**src/rtl/lutmux_pkg.sv**
```systemverilog
package lutmux_pkg;
  localparam int TBL_DEPTH = 16;
  localparam int ADDR_W    = $clog2(TBL_DEPTH);
  localparam int CODE_W    = 3;

  typedef logic [TBL_DEPTH-1:0] pattern_t;

  // Entry i of the table is the bit of address i that belongs to the chosen
  // input; a code with bit 2 set yields an all-zero table.
  function automatic pattern_t route_pattern(input logic [CODE_W-1:0] code);
    pattern_t p;
    for (int i = 0; i < TBL_DEPTH; i++) begin
      logic [ADDR_W-1:0] a;
      a    = ADDR_W'(i);
      p[i] = code[2] ? 1'b0 : a[code[1:0]];
    end
    return p;
  endfunction

  function automatic logic route_is_off(input logic [CODE_W-1:0] code);
    return code[2];
  endfunction
endpackage

```
**src/rtl/lutmux_loader.sv**
```systemverilog
module lutmux_loader
  import lutmux_pkg::*;
(
  input  logic              clk,
  input  logic              rst_n,
  input  logic              load_req,
  input  logic [CODE_W-1:0] load_code,
  output logic              shift_en,
  output logic              shift_bit,
  output logic              ready,
  output logic              accept,
  output logic [CODE_W-1:0] active_code
);
  logic              busy;
  logic [ADDR_W-1:0] cnt;
  pattern_t          pat;
  logic [CODE_W-1:0] pend_code;

  assign accept    = load_req & ~busy;
  assign shift_en  = busy;
  assign shift_bit = pat[TBL_DEPTH-1];
  assign ready     = ~busy;

  always_ff @(posedge clk) begin
    if (!rst_n) begin
      busy        <= 1'b0;
      cnt         <= '0;
      pat         <= '0;
      pend_code   <= 3'b100;
      active_code <= 3'b100;
    end else if (accept) begin
      busy      <= 1'b1;
      cnt       <= '0;
      pat       <= route_pattern(load_code);
      pend_code <= load_code;
    end else if (busy) begin
      pat <= {pat[TBL_DEPTH-2:0], 1'b0};
      cnt <= cnt + 1'b1;
      if (cnt == ADDR_W'(TBL_DEPTH-1)) begin
        busy        <= 1'b0;
        active_code <= pend_code;
      end
    end
  end

  // coming out of reset the loader is idle with the route disabled
  p_reset_idle_r1: assert property (@(posedge clk) disable iff (!rst_n)
    $rose(rst_n) |-> (ready && route_is_off(active_code)));

  // an accepted request drops ready on the following cycle
  p_accept_drops_ready_r2: assert property (@(posedge clk) disable iff (!rst_n)
    (ready && load_req) |=> !ready);

  // requests during a load leave the pending code untouched
  p_ignore_busy_req_r6: assert property (@(posedge clk) disable iff (!rst_n)
    (!ready && load_req) |=> $stable(pend_code));
endmodule

```
**src/rtl/lutmux_cell.sv**
```systemverilog
module lutmux_cell
  import lutmux_pkg::*;
(
  input  logic              clk,
  input  logic              rst_n,
  input  logic              shift_en,
  input  logic              shift_bit,
  input  logic [ADDR_W-1:0] addr,
  output logic              y
);
  pattern_t tbl;

  always_ff @(posedge clk) begin
    if (!rst_n)        tbl <= '0;
    else if (shift_en) tbl <= {tbl[TBL_DEPTH-2:0], shift_bit};
  end

  assign y = tbl[addr];

  // a table never changes on the edge after an idle cycle
  p_table_frozen_r8: assert property (@(posedge clk) disable iff (!rst_n)
    !shift_en |=> $stable(tbl));
endmodule

```
**src/rtl/lutmux_bank.sv**
```systemverilog
module lutmux_bank
  import lutmux_pkg::*;
#(
  parameter int WIDTH = 8
) (
  input  logic              clk,
  input  logic              rst_n,
  input  logic              load_req,
  input  logic [2:0]        load_code,
  input  logic [WIDTH-1:0]  in0,
  input  logic [WIDTH-1:0]  in1,
  input  logic [WIDTH-1:0]  in2,
  input  logic [WIDTH-1:0]  in3,
  output logic [WIDTH-1:0]  dout,
  output logic              ready
);
  localparam int SEEN_W = ADDR_W + 1;

  logic              shift_en;
  logic              shift_bit;
  logic              accept;
  logic [CODE_W-1:0] active_code;

  lutmux_loader u_loader (
    .clk        (clk),
    .rst_n      (rst_n),
    .load_req   (load_req),
    .load_code  (load_code),
    .shift_en   (shift_en),
    .shift_bit  (shift_bit),
    .ready      (ready),
    .accept     (accept),
    .active_code(active_code)
  );

  for (genvar b = 0; b < WIDTH; b++) begin : g_bit
    lutmux_cell u_cell (
      .clk      (clk),
      .rst_n    (rst_n),
      .shift_en (shift_en),
      .shift_bit(shift_bit),
      .addr     ({in3[b], in2[b], in1[b], in0[b]}),
      .y        (dout[b])
    );
  end

  // Checker-side shift counter: cleared on accept, counts shift cycles
  logic [SEEN_W-1:0] shifts_seen;
  always_ff @(posedge clk) begin
    if (!rst_n)        shifts_seen <= '0;
    else if (accept)   shifts_seen <= '0;
    else if (shift_en) shifts_seen <= shifts_seen + 1'b1;
  end

  logic [WIDTH-1:0] chosen_word;
  always_comb begin
    unique case (active_code[1:0])
      2'd0:    chosen_word = in0;
      2'd1:    chosen_word = in1;
      2'd2:    chosen_word = in2;
      default: chosen_word = in3;
    endcase
  end

  // each load spans exactly one shift per table entry
  p_load_length_r2: assert property (@(posedge clk) disable iff (!rst_n)
    $rose(ready) |-> (shifts_seen == SEEN_W'(TBL_DEPTH)));

  // a disabled route drives all zeros when idle
  p_off_low_r4: assert property (@(posedge clk) disable iff (!rst_n)
    (ready && route_is_off(active_code)) |-> (dout == '0));

  // an enabled route presents the chosen word when idle
  p_route_word_r3: assert property (@(posedge clk) disable iff (!rst_n)
    (ready && !route_is_off(active_code)) |-> (dout == chosen_word));
endmodule

```
**config.mk**
```make
export PLATFORM = sky130hd
export DESIGN_NAME = lutmux_bank
export DESIGN_NICKNAME = d
export VERILOG_FILES = /design/src/rtl/lutmux_pkg.sv /design/src/rtl/lutmux_loader.sv /design/src/rtl/lutmux_cell.sv /design/src/rtl/lutmux_bank.sv
export SDC_FILE = /design/constraint.sdc
export NUM_CORES = 1
export LEC_CHECK = 0
export BUFFER_PORTS_ARGS = -buffer_cell sky130_fd_sc_hd__buf_2
export CORE_ASPECT_RATIO = 0.8
export CORE_MARGIN = 3
export CORE_UTILIZATION = 40
export DETAILED_ROUTE_END_ITERATION = 8
export HOLD_SLACK_MARGIN = 0.12
export MAX_ROUTING_LAYER = met4
export PLACE_DENSITY = 0.64
export SLEW_MARGIN = 20
export SYNTH_ARGS = -nofsm -noshare
export SYNTH_HDL_FRONTEND = slang
export SYNTH_SLANG_ARGS = --single-unit
```
**constraint.sdc**
```tcl
create_clock -name clk -period 2.72 [get_ports clk]
set_input_delay 0.544 -clock clk [delete_from_list [all_inputs] [get_ports clk]]
set_output_delay 0.544 -clock clk [all_outputs]
set_load 0.01 [all_outputs]
```
==> run metrics <==
Post-CTS Setup Bufs 0; highest-count cells in the layout ignoring fill and taps buf_2, dfxtp_1, mux4_1; CP max FO 10; worst rel slew slack 64.4%; Total GRT Usage between 15 and 20%; RSZ-0062 raised after global routing no; DRC Markers 0; drt total wl 6.25 mm; top post-synthesis cells by area mux4_1, dfxtp_1, mux2i_1, nor2b_1, ha_1; DPL Wire Length 4.04 mm; die width 99.4 um; antenna viol nets, final 0; R2R Setup Slk 1.53 ns; overflow left after global routing 0; average cell area after synthesis 11.4 sq um; first-pass GRT wire length 9.83 mm; Worst setup EP type output port; WL per Instance 17.2 um; crit-path cells mux4_1 > nor2b_1 > a211oi_1 > a21oi_1 > buf_2; Crit path largest cell delay around 0.54 ns; Final Cell Area ~0.0031 sq mm; Mapped Area 0.00279 sq mm; CTS Buf Count 5; # setup viols final 0; largest net degree at the start of global routing 42; Slew @ Worst Pin 0.533 ns; syn_nets 292; hold slack 0.484 ns; hold_buf cts 0; met1 WL 3.03 mm; max layer used met4; DR WL met3 359 um; Die H 80.8 um; initial DRC count 104; Post-synth EDFFs 0; die area 0.00803 sq mm; Clock Pin Slew Worst Setup and Hold Paths around 0.070 ns; arrival time at the worst endpoint 1.88 ns; Worst VDD drop 0.267 mV; FFs w/ async S/R, synth 0%; Placed Area 0.00302 sq mm; Cell variety after synth 29; CP max-delay cell mux4_1; Worst Path Buf+Inv 1; register bit count reported by yosys 36; post-synth top area cell mux4_1; post-cts sizing count 0; Worst Skew 0.00396 ns; P&R area growth vs syn 11.3%; routed vias 2093; post-synthesis sequential area ratio 25.8%; pwr dens 365 mW/mm^2; CP Class reg -> out; n_diodes 0; final worst path period need ~2.4 ns; io pins 47; HP Class reg -> reg; clock root buffer clkbuf_8; initial core utilization roughly 43%; cell family with most CP delay multiplexers; sum of negative setup slack 0 ns; Core Box Area 0.00657 sq mm; Cell Rows 26; Max Cap Violations 0; port bufs 46; initial antenna violation count 0; Max Slew Vio Count 0; final std cells w/o fill roughly 360; NumNets Final 324; htree depth 2; CTS tree built; Main synth FF type dfxtp_1; Pre-Repair DR Iteration Count 4; Post-Synthesis Cells between 200 and 250; share of the synthesized area in the top cell type a little under a third; Bufs on Longest Clock Path 2; Worst Path Required ~2.2 ns; fraction of layout cells with a size suffix above 1 19.0%; worst-skew pair later-pin latency between 0.2 and 0.3 ns; Static Leak 0.00145 uW; vias in the first global route 1897; GPL Wtd Cong 0.749; outcome finished, final reports clean; Final period util about 89%; Avg Vias per Cell 5.77; clk sink count 36; met2 WL 2.81 mm; crit path launch type flop; # placed instances approximately 360; fmax just over 400 MHz; synth warn 0; Fin. Hold Viols 0; commonest non-fill, non-tap cell in the layout buf_2
## cell families after synthesis
logic type      after synthesis  share of synthesized area, %
simple gates                 69                          14.5
flops                        36                          25.8
compound gates               45                          10.9
fa+ha+maj                     8                          3.58
mux                          59                          39.8
xor+xnor                      2                         0.627
buf+inv                      27                          4.84
## sequential cells by signal (all words and copies together), names as in the netlist
| signal | count |
|---|---|
| u_loader.cnt | 4 |
| u_loader.shift_en | 1 |
| u_loader.pat | 15 |
| g_bit.u_cell.tbl | 16 |
## layer usage
metal | track usage, % | vias up
met4 | 3.68 | 0
li1 | - | 1033
met2 | 25.0 | 51
met5 | - | -
met1 | 21.4 | 1005
met3 | 4.29 | 4
## synth_stat cells (all sizes together) (4+ instances only)
| cell | count |
|---|---|
| dfxtp | 36 |
| mux4 | 32 |
| nor2b | 28 |
| mux2i | 27 |
| a21oi | 15 |
| buf | 12 |
| clkbuf | 10 |
| a211oi | 9 |
| ha | 8 |
| nand2 | 8 |
| nor3b | 8 |
| o21ai | 8 |
| nor2 | 7 |
| o211a | 7 |
| and2 | 6 |
| inv | 5 |
| nand3 | 4 |
| nand3b | 4 |
## report_power, final
part	switching, uW	leakage, uW	internal [uW]	total [uW]
clock network	188	0.0000455	207	394
logic	94.7	0.00111	90.9	186
registers	11.3	0.000293	544	556
## stage by stage
stage | total power [uW] | utilization (%) | setup WS, ns
detailed placement | 753 | 46.0 | 0.376
global route | 1190 | 47.3 | 0.205
finish | 1140 | 47.3 | 0.295
global placement | 749 | 46.0 | 0.405
floorplan | 690 | - | 0.610
CTS | 1150 | 47.3 | 0.325
## worst paths after layout
kind                          startpoint                       to  depth (start not counted)
hold reg to reg          u_loader.pat[5]          u_loader.pat[6]                          1
hold / removal           u_loader.pat[5]          u_loader.pat[6]                          1
setup reg to reg       u_loader.shift_en  g_bit[7].u_cell.tbl[12]                          3
setup / recovery  g_bit[7].u_cell.tbl[1]                  dout[3]                          5
## cell type report
cell class              instances  area, sq um
inverters                       5         18.8
repair buffers                 47          238
fillers                       627         3460
well taps                      84          105
flip-flops and latches         36          721
multi-input cells             183         1940
clock buffers                   8         90.1
Note: power is estimated with default switching activity, not from simulation.
